### src/rtl/tomasulo_rs_pkg.sv
`timescale 1ns/1ps
package tomasulo_rs_pkg;

  parameter int unsigned DATA_W = 16;

  typedef enum logic [1:0] {
    OP_ADD = 2'd0,
    OP_SUB = 2'd1,
    OP_MUL = 2'd2,
    OP_DIV = 2'd3
  } rs_op_e;

  // multiply and divide share one unit; bit 1 of the opcode selects it
  function automatic logic uses_muldiv(rs_op_e op);
    return op[1];
  endfunction

  function automatic logic [DATA_W-1:0] fu_calc(rs_op_e op,
                                                logic [DATA_W-1:0] a,
                                                logic [DATA_W-1:0] b);
    logic [2*DATA_W-1:0] prod;
    prod = {{DATA_W{1'b0}}, a} * {{DATA_W{1'b0}}, b};
    case (op)
      OP_ADD:  return a + b;
      OP_SUB:  return a - b;
      OP_MUL:  return prod[DATA_W-1:0];
      default: return (b == '0) ? {DATA_W{1'b1}} : a / b;
    endcase
  endfunction

endpackage

### src/rtl/rs_station.sv
`timescale 1ns/1ps
module rs_station
  import tomasulo_rs_pkg::*;
#(
  parameter int unsigned TAG_W  = 3,
  parameter int unsigned MY_TAG = 1
) (
  input  logic              clk,
  input  logic              rst_n,
  input  logic              alloc,
  input  rs_op_e            alloc_op,
  input  logic [DATA_W-1:0] alloc_vj,
  input  logic [TAG_W-1:0]  alloc_qj,
  input  logic [DATA_W-1:0] alloc_vk,
  input  logic [TAG_W-1:0]  alloc_qk,
  input  logic              cdb_valid,
  input  logic [TAG_W-1:0]  cdb_tag,
  input  logic [DATA_W-1:0] cdb_value,
  input  logic              dispatch,
  output logic              busy,
  output logic              ready,
  output rs_op_e            op,
  output logic [DATA_W-1:0] vj,
  output logic [DATA_W-1:0] vk,
  output logic [TAG_W-1:0]  qj,
  output logic [TAG_W-1:0]  qk
);

  logic started;
  logic release_me;
  logic hit_j, hit_k;

  assign release_me = cdb_valid && (cdb_tag == TAG_W'(MY_TAG));
  assign hit_j      = cdb_valid && (qj != '0) && (cdb_tag == qj);
  assign hit_k      = cdb_valid && (qk != '0) && (cdb_tag == qk);
  assign ready      = busy && !started && (qj == '0) && (qk == '0);

  always_ff @(posedge clk) begin
    if (!rst_n) begin
      busy    <= 1'b0;
      started <= 1'b0;
      op      <= OP_ADD;
      vj      <= '0;
      vk      <= '0;
      qj      <= '0;
      qk      <= '0;
    end else if (alloc) begin
      busy    <= 1'b1;
      started <= 1'b0;
      op      <= alloc_op;
      vj      <= alloc_vj;
      vk      <= alloc_vk;
      qj      <= alloc_qj;
      qk      <= alloc_qk;
    end else if (release_me) begin
      busy    <= 1'b0;
      started <= 1'b0;
    end else begin
      if (dispatch) started <= 1'b1;
      if (busy && hit_j) begin
        vj <= cdb_value;
        qj <= '0;
      end
      if (busy && hit_k) begin
        vk <= cdb_value;
        qk <= '0;
      end
    end
  end

endmodule

### src/rtl/rs_funit.sv
`timescale 1ns/1ps
module rs_funit
  import tomasulo_rs_pkg::*;
#(
  parameter int unsigned TAG_W = 3,
  parameter int unsigned LAT_A = 2,   // latency of every op except divide
  parameter int unsigned LAT_B = 2,   // latency of divide
  localparam int unsigned MAXL  = (LAT_A > LAT_B) ? LAT_A : LAT_B,
  localparam int unsigned CNT_W = $clog2(MAXL + 1)
) (
  input  logic              clk,
  input  logic              rst_n,
  input  logic              start,
  input  rs_op_e            start_op,
  input  logic [DATA_W-1:0] start_a,
  input  logic [DATA_W-1:0] start_b,
  input  logic [TAG_W-1:0]  start_tag,
  input  logic              grant,
  output logic              busy,
  output logic              done,
  output logic [DATA_W-1:0] result,
  output logic [TAG_W-1:0]  tag
);

  logic             running;
  logic [CNT_W-1:0] cnt;

  assign busy = running;
  assign done = running && (cnt == '0);

  always_ff @(posedge clk) begin
    if (!rst_n) begin
      running <= 1'b0;
      cnt     <= '0;
      result  <= '0;
      tag     <= '0;
    end else if (start) begin
      running <= 1'b1;
      cnt     <= (start_op == OP_DIV) ? CNT_W'(LAT_B - 1) : CNT_W'(LAT_A - 1);
      result  <= fu_calc(start_op, start_a, start_b);
      tag     <= start_tag;
    end else if (running) begin
      if (cnt != '0)  cnt     <= cnt - 1'b1;
      else if (grant) running <= 1'b0;
    end
  end

endmodule

### src/rtl/tomasulo_rs.sv
`timescale 1ns/1ps
module tomasulo_rs
  import tomasulo_rs_pkg::*;
#(
  parameter int unsigned NREG    = 8,
  parameter int unsigned N_ADD   = 3,
  parameter int unsigned N_MUL   = 2,
  parameter int unsigned LAT_ADD = 2,
  parameter int unsigned LAT_MUL = 3,
  parameter int unsigned LAT_DIV = 12,
  localparam int unsigned NST    = N_ADD + N_MUL,
  localparam int unsigned TAG_W  = $clog2(NST + 1),
  localparam int unsigned IDX_W  = $clog2(NST),
  localparam int unsigned RA_W   = $clog2(NREG)
) (
  input  logic              clk,
  input  logic              rst_n,
  input  logic              iss_valid,
  input  logic [1:0]        iss_op,
  input  logic [RA_W-1:0]   iss_rd,
  input  logic [RA_W-1:0]   iss_rs1,
  input  logic [RA_W-1:0]   iss_rs2,
  output logic              iss_ready,
  output logic              cdb_valid,
  output logic [TAG_W-1:0]  cdb_tag,
  output logic [DATA_W-1:0] cdb_value,
  input  logic [RA_W-1:0]   rf_addr,
  output logic [DATA_W-1:0] rf_value,
  output logic              rf_pending
);

  typedef struct packed {
    logic [DATA_W-1:0] v;
    logic [TAG_W-1:0]  q;
  } opnd_t;

  // value from the register file, or the producer tag, or a same-cycle bus hit
  function automatic opnd_t read_src(logic [DATA_W-1:0] val, logic [TAG_W-1:0] q,
                                     logic bus_v, logic [TAG_W-1:0] bus_t,
                                     logic [DATA_W-1:0] bus_d);
    opnd_t o;
    o.v = val;
    o.q = q;
    if (q != '0) begin
      o.v = '0;
      if (bus_v && bus_t == q) begin
        o.v = bus_d;
        o.q = '0;
      end
    end
    return o;
  endfunction

  rs_op_e            iss_kind;
  logic [NST-1:0]    st_busy, st_rdy, disp, opnd_ok;
  rs_op_e            st_op [NST];
  logic [DATA_W-1:0] st_vj [NST];
  logic [DATA_W-1:0] st_vk [NST];
  logic [TAG_W-1:0]  st_qj [NST];
  logic [TAG_W-1:0]  st_qk [NST];
  logic [DATA_W-1:0] rf_val [NREG];
  logic [TAG_W-1:0]  rf_tag [NREG];

  logic              sel_found, iss_fire;
  logic [IDX_W-1:0]  sel_idx;
  logic [TAG_W-1:0]  sel_tag;
  opnd_t             src_j, src_k;

  logic              add_any, mul_any, add_start, mul_start;
  logic [IDX_W-1:0]  add_pick, mul_pick;
  logic [TAG_W-1:0]  add_stag, mul_stag, add_rtag, mul_rtag;
  logic              add_busy, mul_busy, add_done, mul_done, add_grant, mul_grant;
  logic [DATA_W-1:0] add_res, mul_res;

  // ---------------- issue ----------------
  assign iss_kind = rs_op_e'(iss_op);

  always_comb begin
    sel_found = 1'b0;
    sel_idx   = '0;
    for (int i = int'(NST) - 1; i >= 0; i--) begin
      if (((i >= int'(N_ADD)) == uses_muldiv(iss_kind)) && !st_busy[i]) begin
        sel_found = 1'b1;
        sel_idx   = IDX_W'(i);
      end
    end
  end

  assign iss_ready = sel_found;
  assign iss_fire  = iss_valid && sel_found;
  assign sel_tag   = TAG_W'(sel_idx) + TAG_W'(1);
  assign src_j     = read_src(rf_val[iss_rs1], rf_tag[iss_rs1], cdb_valid, cdb_tag, cdb_value);
  assign src_k     = read_src(rf_val[iss_rs2], rf_tag[iss_rs2], cdb_valid, cdb_tag, cdb_value);

  // ---------------- stations ----------------
  for (genvar g = 0; g < int'(NST); g++) begin : g_st
    rs_station #(.TAG_W(TAG_W), .MY_TAG(g + 1)) u_st (
      .clk       (clk),
      .rst_n     (rst_n),
      .alloc     (iss_fire && (sel_idx == IDX_W'(g))),
      .alloc_op  (iss_kind),
      .alloc_vj  (src_j.v),
      .alloc_qj  (src_j.q),
      .alloc_vk  (src_k.v),
      .alloc_qk  (src_k.q),
      .cdb_valid (cdb_valid),
      .cdb_tag   (cdb_tag),
      .cdb_value (cdb_value),
      .dispatch  (disp[g]),
      .busy      (st_busy[g]),
      .ready     (st_rdy[g]),
      .op        (st_op[g]),
      .vj        (st_vj[g]),
      .vk        (st_vk[g]),
      .qj        (st_qj[g]),
      .qk        (st_qk[g])
    );
    assign opnd_ok[g] = (st_qj[g] == '0) && (st_qk[g] == '0);
  end

  // ---------------- dispatch: lowest ready slot per idle unit ----------------
  always_comb begin
    add_any  = 1'b0;
    add_pick = '0;
    for (int i = int'(N_ADD) - 1; i >= 0; i--) begin
      if (st_rdy[i]) begin
        add_any  = 1'b1;
        add_pick = IDX_W'(i);
      end
    end
    mul_any  = 1'b0;
    mul_pick = '0;
    for (int i = int'(NST) - 1; i >= int'(N_ADD); i--) begin
      if (st_rdy[i]) begin
        mul_any  = 1'b1;
        mul_pick = IDX_W'(i);
      end
    end
  end

  assign add_start = add_any && !add_busy;
  assign mul_start = mul_any && !mul_busy;
  assign add_stag  = TAG_W'(add_pick) + TAG_W'(1);
  assign mul_stag  = TAG_W'(mul_pick) + TAG_W'(1);

  always_comb begin
    for (int i = 0; i < int'(NST); i++) begin
      if (i < int'(N_ADD)) disp[i] = add_start && (add_pick == IDX_W'(i));
      else                 disp[i] = mul_start && (mul_pick == IDX_W'(i));
    end
  end

  rs_funit #(.TAG_W(TAG_W), .LAT_A(LAT_ADD), .LAT_B(LAT_ADD)) u_add (
    .clk       (clk),
    .rst_n     (rst_n),
    .start     (add_start),
    .start_op  (st_op[add_pick]),
    .start_a   (st_vj[add_pick]),
    .start_b   (st_vk[add_pick]),
    .start_tag (add_stag),
    .grant     (add_grant),
    .busy      (add_busy),
    .done      (add_done),
    .result    (add_res),
    .tag       (add_rtag)
  );

  rs_funit #(.TAG_W(TAG_W), .LAT_A(LAT_MUL), .LAT_B(LAT_DIV)) u_mul (
    .clk       (clk),
    .rst_n     (rst_n),
    .start     (mul_start),
    .start_op  (st_op[mul_pick]),
    .start_a   (st_vj[mul_pick]),
    .start_b   (st_vk[mul_pick]),
    .start_tag (mul_stag),
    .grant     (mul_grant),
    .busy      (mul_busy),
    .done      (mul_done),
    .result    (mul_res),
    .tag       (mul_rtag)
  );

  // ---------------- result bus: multiply/divide wins a tie ----------------
  assign mul_grant = mul_done;
  assign add_grant = add_done && !mul_done;
  assign cdb_valid = add_done || mul_done;
  assign cdb_tag   = mul_done ? mul_rtag : (add_done ? add_rtag : '0);
  assign cdb_value = mul_done ? mul_res  : (add_done ? add_res  : '0);

  // ---------------- register file with producer tags ----------------
  always_ff @(posedge clk) begin
    if (!rst_n) begin
      for (int r = 0; r < int'(NREG); r++) begin
        rf_val[r] <= DATA_W'(r + 1);
        rf_tag[r] <= '0;
      end
    end else begin
      for (int r = 0; r < int'(NREG); r++) begin
        if (cdb_valid && (rf_tag[r] != '0) && (rf_tag[r] == cdb_tag)) begin
          rf_val[r] <= cdb_value;
          rf_tag[r] <= '0;
        end
        if (iss_fire && (iss_rd == RA_W'(r))) rf_tag[r] <= sel_tag;
      end
    end
  end

  assign rf_value   = rf_val[rf_addr];
  assign rf_pending = (rf_tag[rf_addr] != '0);

endmodule

### config.mk
export PLATFORM = sky130hd
export DESIGN_NAME = tomasulo_rs
export DESIGN_NICKNAME = d
export VERILOG_FILES = /design/src/rtl/tomasulo_rs_pkg.sv /design/src/rtl/rs_station.sv /design/src/rtl/rs_funit.sv /design/src/rtl/tomasulo_rs.sv
export SDC_FILE = /design/constraint.sdc
export NUM_CORES = 2
export LEC_CHECK = 0
export ABC_AREA = 1
export ABC_CLOCK_PERIOD_IN_PS = 83100
export BUFFER_PORTS_ARGS = -buffer_cell sky130_fd_sc_hd__buf_2
export CORE_AREA = 2 2 340 342
export CTS_CLUSTER_DIAMETER = 200
export CTS_CLUSTER_SIZE = 28
export DETAILED_ROUTE_END_ITERATION = 10
export DIE_AREA = 0 0 342 344
export GPL_ROUTABILITY_DRIVEN = 0
export SETUP_SLACK_MARGIN = 0.15
export SYNTH_ARGS = -nofsm -noshare
export SYNTH_HDL_FRONTEND = slang
export SYNTH_SLANG_ARGS = --single-unit
### constraint.sdc
create_clock -name clk -period 83.1 [get_ports clk]
set_input_delay 4.155 -clock clk [delete_from_list [all_inputs] [get_ports clk]]
set_output_delay 4.155 -clock clk [all_outputs]
set_load 0.005 [all_outputs]
Word level (Yosys, flattened, before mapping)
Memory sizes are Yosys's and may differ from the RTL's. Index checks and enable logic that the tools add are counted.

Bits in registers: 256. Memory bits (writable): 152. Input bits: 17. Word-level logic and storage cells: 538. Memories: 2.

Memory list: rf_val (depth 8, width 16, rd ports 3, clocked after Yosys merged registers in 0, wr ports 8, line tomasulo_rs.sv:61) `logic [DATA_W-1:0] rf_val [NREG];`; rf_tag (depth 8, width 3, rd ports 11, clocked after Yosys merged registers in 0, wr ports 8, line tomasulo_rs.sv:62) `logic [TAG_W-1:0] rf_tag [NREG];`.

Add/subtract/negate cells: 9. Multiply operators: 2. Divide/modulo/power cells: 2. Magnitude comparators: 2. Equality and inequality tests: 50. Multiplexer cells: 208. Bitwise gates (word level): 28. Reductions and logical operators: 191.

Operators with widths (count): $mux 16 (50); $bmux 16 s3 (4); $mux 3 (57); $logic_and 1x1->1 (97); $pmux 16 s3 (2); $mux 1 (80); $mux 19 (4); $reduce_bool 3->1 (21); $eq 3x3->1 (20); $reduce_bool 2->1 (20); $logic_not 3->1 (13); $add 16x16->16 (2); $div 16x16->16 (2); $logic_not 16->1 (2); $mul 16x16->16 (2); $sub 16x16->16 (2); $reduce_and 2->1 (13); $eq 3x2->1 const B (8); $eq 3x3->1 const B (8); $or 1x1->1 (24); $mux 4 (4); $reduce_or 3->1 (5); $logic_not 1->1 (13); $bmux 2 s3 (2); other kinds (16) (37).

Longest topological paths before layout
Depth after elaboration: 14. Mapped depth: 254. Gate-level depth less buffers: 247.

Cells and area by module
From an unflattened synthesis, not the netlist that was laid out.

Cell total of the unflattened synthesis: 7675. Area, all modules: 50761.2 µm².

By module, submodules not included: rs_funit (u_add) (times used 1, cells each 2118, area each 13489.2 µm²); rs_funit (u_mul) (times used 1, cells each 2112, area each 13460.4 µm²); tomasulo_rs (times used 1, cells each 1866, area each 12214.2 µm²); rs_station (g_st[0].u_st) (times used 1, cells each 317, area each 2383.5 µm²); rs_station (g_st[3].u_st) (times used 1, cells each 317, area each 2321.0 µm²); rs_station (g_st[1].u_st) (times used 1, cells each 317, area each 2319.7 µm²); rs_station (g_st[4].u_st) (times used 1, cells each 314, area each 2289.7 µm²); rs_station (g_st[2].u_st) (times used 1, cells each 314, area each 2283.4 µm²).

Worst setup path before layout
Ideal clock, no wire load.

Path type: register to register. Start: register g_st[3].u_st.qk[2]. End: register u_mul.result[0]. Arrival: 29.884 ns. Slack: 53.073 ns. Cell stages (with the launch flop): 246. Path buffers: 10. Clock period less this slack: 30.027 ns. Cell sequence: dfxtp_1 -> nor2_1 -> nand2_1 -> inv_2 -> nand4_4 -> inv_1 -> buf_2 -> clkbuf_1 -> nand2_1 -> o21ai_0 -> a21oi_1 -> ha_1 -> o21ai_0 -> nor2_1 -> nand3_2 -> nand2_1 -> nand2_1 -> inv_1 -> [... 210 more ...] -> nand3b_1 -> nand2_1 -> buf_2 -> nand2_1 -> o21ai_0 -> ha_1 -> a21oi_1 -> nor2_1 -> o21a_1 -> o21a_1 -> o21a_1 -> o21a_1 -> o21a_1 -> o21a_1 -> o2111ai_1 -> a21oi_1 -> o31ai_1 -> a41oi_1.

Cells in the longest elaborated chain, start to end: 10. Elaborated cells between the ends (all ways): 25. Those cells by class: 2 x add/sub; 1 x mul; 1 x div; 2 x eq/ne; 13 x mux; 1 x bitwise; 5 x reduce/logical.

Ends and longest elaborated chain: start, declared (line rs_station.sv:26) `output logic [TAG_W-1:0] qk`; start signal, assigned (line rs_station.sv:54) `qk <= alloc_qk;`; $logic_not 3->1 (*) (line rs_station.sv:36) `assign ready = busy && !started && (qj == '0) && (qk == '0);`; $logic_and 1x1->1 (*) (line rs_station.sv:36); $mux 3 (line tomasulo_rs.sv:134) `if (st_rdy[i]) begin`; $not 3->4 (not written as such) (line tomasulo_rs.sv:172, tomasulo_rs.sv:173, tomasulo_rs.sv:174); $bmux 16 s3, on equally long branches (line tomasulo_rs.sv:173, tomasulo_rs.sv:174); $mux 16, on equally long branches (2 in series) (line tomasulo_rs.sv:173, tomasulo_rs.sv:174); $div 16x16->16 / $logic_not 16->1 (equally long branches) (line tomasulo_rs_pkg.sv:27) `default: return (b == '0) ? {DATA_W{1'b1}} : a / b;`; $mux 16 (line tomasulo_rs_pkg.sv:27); $pmux 16 s3 (line tomasulo_rs_pkg.sv:23) `case (op)`; end signal, assigned (line rs_funit.sv:40) `result <= fu_calc(start_op, start_a, start_b);`; end, declared (line rs_funit.sv:21) `output logic [DATA_W-1:0] result,`.

Mark *: on every way between the ends. The rest lies on a longest branch, timed or not. The select of a mux whose other input is x is not followed. A chain may end at the register's enable or synchronous reset.

Worst setup path in the final report
Start: register g_st[1].u_st.qk[0]. End: register u_add.result[0].

Cells in the longest elaborated chain, start to end: 11. Elaborated cells between the ends (all ways): 27. Those cells by class: 2 x add/sub; 1 x mul; 1 x div; 2 x eq/ne; 15 x mux; 1 x bitwise; 5 x reduce/logical.

Ends and longest elaborated chain: start, declared (line rs_station.sv:26); start signal, assigned (line rs_station.sv:54); $logic_not 3->1 (*) (line rs_station.sv:36); $logic_and 1x1->1 (*) (line rs_station.sv:36); $mux 3 (2 in series) (line tomasulo_rs.sv:126) `if (st_rdy[i]) begin`; $not 3->4 (not written as such) (line tomasulo_rs.sv:157, tomasulo_rs.sv:158, tomasulo_rs.sv:159); $bmux 16 s3, on equally long branches (line tomasulo_rs.sv:158, tomasulo_rs.sv:159); $mux 16, on equally long branches (2 in series) (line tomasulo_rs.sv:158, tomasulo_rs.sv:159); $div 16x16->16 / $logic_not 16->1 (equally long branches) (line tomasulo_rs_pkg.sv:27); $mux 16 (line tomasulo_rs_pkg.sv:27); $pmux 16 s3 (line tomasulo_rs_pkg.sv:23); end signal, assigned (line rs_funit.sv:40); end, declared (line rs_funit.sv:21).

Marked as above.

==> impl_summary.txt <==
----------------------------------------------------
[Finish]
  Post-Layout Inst Area ... 0.0478 mm²
  Most common cell after layout, fill and taps aside ... sky130_fd_sc_hd__nand2_1
  # nets final ... 7053
  Fraction of layout cells with a size suffix above 1 ... 0.0777
  Utilization of the core after routing ... 0.420
  Fillcell total ... 12000
  Leading cell types in the layout, fill and taps excluded ... sky130_fd_sc_hd__nand2_1 (1447), sky130_fd_sc_hd__inv_1 (895), sky130_fd_sc_hd__nor2_1 (541)
  Post-synthesis to final-layout area growth ... 5.39%

[Setup path]
  Number of buffer and inverter instances along the worst setup path ... 26
  Crit path capture type ... flip-flop
  CP Data Arrival Time ... 39.48 ns
  Startpoint type of the worst setup path ... flip-flop
  Max stage delay cell, worst path ... sky130_fd_sc_hd__a21oi_1
  CP Launch Point ... g_st[1].u_st.qk[0]$_SDFFE_PN0P_
  Required time worst endpoint ... 83.52 ns
  Number of cell instances on the worst register-to-register path ... 243
  Slowest cell delay on critical path ... 0.85 ns
  Launch point of the worst reg-to-reg path ... g_st[1].u_st.qk[0]$_SDFFE_PN0P_
  Number of stages on the worst setup path ... 243
  Cell family with the largest share of critical-path delay ... compound AO/OA/AOI/OAI gates
  Class of the most critical setup path ... reg -> reg
  Worst-path maximum fanout ... 23
  Most prevalent standard cell on the critical path ... sky130_fd_sc_hd__nand2_1

[Synthesis]
  Yosys reg bits ... 407
  Seq/Total Area, Yosys ... 0.213
  Number of synthesized flops with an enable pin ... 152
  Dominant register cell in the synthesized netlist ... sky130_fd_sc_hd__dfxtp_1
  Netlist area before placement ... 0.0454 mm²
  Number of standard cells after synthesis ... 6544
  Number of different library cells in the post-synthesis netlist ... 75
  Post-Synthesis Net Count ... 7139
  Fraction of synthesis flops using an asynchronous set or reset pin ... 0
  Average cell area after synthesis ... 6.94 µm²
  Number of warnings issued by yosys ... 0

[Clock tree]
  Clock slew seen by the registers of the worst setup and hold paths ... 0.12 ns
  Num CTS Buffers ... 18
  Hold_buf cts ... 0
  Post-cts gate resize count ... 0
  H-tree level count ... 1
  Count of clock tree sinks ... 407
  Cell at the root of the clock tree ... sky130_fd_sc_hd__clkbuf_16
  # Post-CTS Setup Buffers ... 0
  TritonCTS clock tree ... done
  Largest buffer count on any clock path ... 3
  Worst-skew pair later-pin latency ... 0.58 ns

[Floorplan]
  Starting utilization of the core area ... 0.399
  Width of the die ... 342 µm
  Standard cell core area ... 0.114 mm²
  Area of the die ... 0.118 mm²
  Boundary Pins ... 55
  Standard-cell rows ... 124
  Die height ... 344 µm

[STA]
  Pin slew with the least headroom to its limit ... 1.32 ns
  Total negative slack for setup checks ... 0 ns
  Final setup viols ... 0
  Worst max-slew margin expressed relative to the limit ... 0.113
  Final-report max-slew violation count ... 0
  Final min period ... 39.06 ns
  Peak Freq ... 0.0256 GHz
  Number of hold-slack violations in the final timing report ... 0
  Post-route clock period utilization ... 0.470
  Largest clock skew in the final design ... 0.0373 ns
  RSZ-0062 raised after global routing ... no

[Place]
  Area after detailed placement ... 0.0473 mm²
  Total of buffers placed on input and output ports ... 54
  HPWL after detailed placement ... 121000 µm

[Global route]
  Gr usage total ... 0.276
  Largest net degree at the start of global routing ... 105
  Wire length of the first global-routing pass ... 255000 µm
  Number of global-route vias before repair ... 42500
  Number of antenna violations at the first check in global routing ... 5
  Global route overflow ... 0

[Routing]
  Via density per instance ... 5.67
  Routed len/inst ... 20.7 µm
  Via count ... 45200
  Number of iterations in the first detailed-routing pass ... 6
  Final antenna-violating net count ... 0
  Detailed-route wire length ... 165000 µm
  DRC violations left ... 0
  Initial detailed-routing violation count ... 5002

[Outcome]
  Outcome ... finished, final reports clean

[Hold path]
  Type of the most critical hold path ... reg -> reg
  Worst hold path cell count ... 2
  Start point of the worst hold path ... g_st[4].u_st.op[1]$_SDFFE_PN0P_

[Job]
  Max-cap violations ... 0

----------------------------------------------------
-- per-stage QoR --
step / hold WS, ns / cells / worst slack (ns)
floorplan: 0.419 / 6544 / 53.07
detailed placement: 0.457 / 7950 / 44.61
CTS: 0.470 / 7976 / 44.51
finish: 0.470 / 7977 / 44.04
global placement: 0.452 / 7950 / 45.29
global route: 0.487 / 7976 / 39.73
-- path summary, 6_finish.rpt --
kind | to | slack [ns]
setup / recovery | u_add.result[0]$_SDFFE_PN0P_ | 44.04
hold reg to reg | g_st[4].u_st.op[1]$_SDFFE_PN0P_ | 0.47
setup reg to reg | u_add.result[0]$_SDFFE_PN0P_ | 44.04
hold / removal | g_st[4].u_st.op[1]$_SDFFE_PN0P_ | 0.47
-- routing by layer --
layer	routed length (µm)	GRT usage	vias up
li1	-	-	21400
met3	15900	0.0399	310
met5	26	0	-
met4	5340	0.0846	4
met1	72700	0.396	21300
met2	71500	0.428	2202
-- area by class of cell --
class / instances / area, µm² / share of cell area
Antenna cell: 1 / 2.50 / 0.0000523
Multi-Input combinational cell: 4909 / 31100 / 0.649
Clock inverter: 1 / 16.3 / 0.000340
Sequential cell: 407 / 9670 / 0.202
Clock buffer: 25 / 498 / 0.0104
Timing Repair Buffer: 159 / 1070 / 0.0223
Inverter: 963 / 3630 / 0.0758
Tap cell: 1512 / 1890 / 0.0396
-- cell families after synthesis --
kind of cell | after synthesis | share of synthesized area
adders and majority gates | 578 | 0.186
AOI/OAI and AO/OA | 1454 | 0.192
and+or+nand+nor | 2598 | 0.249
buffers and inverters | 1228 | 0.106
muxes | 1 | 0.000221
xor gates and xnor gates | 278 | 0.0536
DFF | 407 | 0.213
-- sequential cells by signal (all words and copies together) (netlist names), 3 cells and up --
signal	cells
g_st.u_st.qk	15
u_mul.result	16
g_st.u_st.vj	80
g_st.u_st.started	5
g_st.u_st.op	10
g_st.u_st.busy	5
rf_tag	24
u_add.tag	3
rf_val	128
u_mul.cnt	4
g_st.u_st.vk	80
u_add.result	16
g_st.u_st.qj	15
-- cell usage after synthesis, drive strengths merged (5+ instances only) --
cell	number	area (µm²)
a21o	48	360
a21oi	429	2190
a221o	5	50.1
a221oi	30	282
a22oi	9	67.6
a31oi	133	847
a41oi	10	87.6
and2	17	106
buf	70	452
clkbuf	195	732
clkinv	38	145
dfxtp	255	5100
edfxtp	152	4560
fa	162	3240
ha	416	5200
inv	925	3480
nand2	1526	6000
nand3	314	1820
nand3b	21	158
nand4	36	246
nor2	571	2270
nor3	47	263
nor4	9	62.6
o2111ai	8	70.1
o211ai	108	811
o21a	9	67.6
o21ai	516	2780
o21bai	48	372
o22ai	28	175
o31ai	47	353
o32ai	5	43.8
o41ai	5	43.8
or2	51	319
xnor2	116	1020
xor2	162	1420
-- worst reg2reg max path: cells and delay by family, from the launching register on --
kind                     cells  cell delay (ns)
AO/OA/AOI/OAI               89            15.19
adder cells (fa/ha/maj)     16             5.15
buffers and inverters       26             3.94
flip-flops                   1             0.35
AND/OR/NAND/NOR            112            14.30
Power is not shown: default switching activity piles up to over one toggle a cycle in this logic, so the estimate is an artifact.
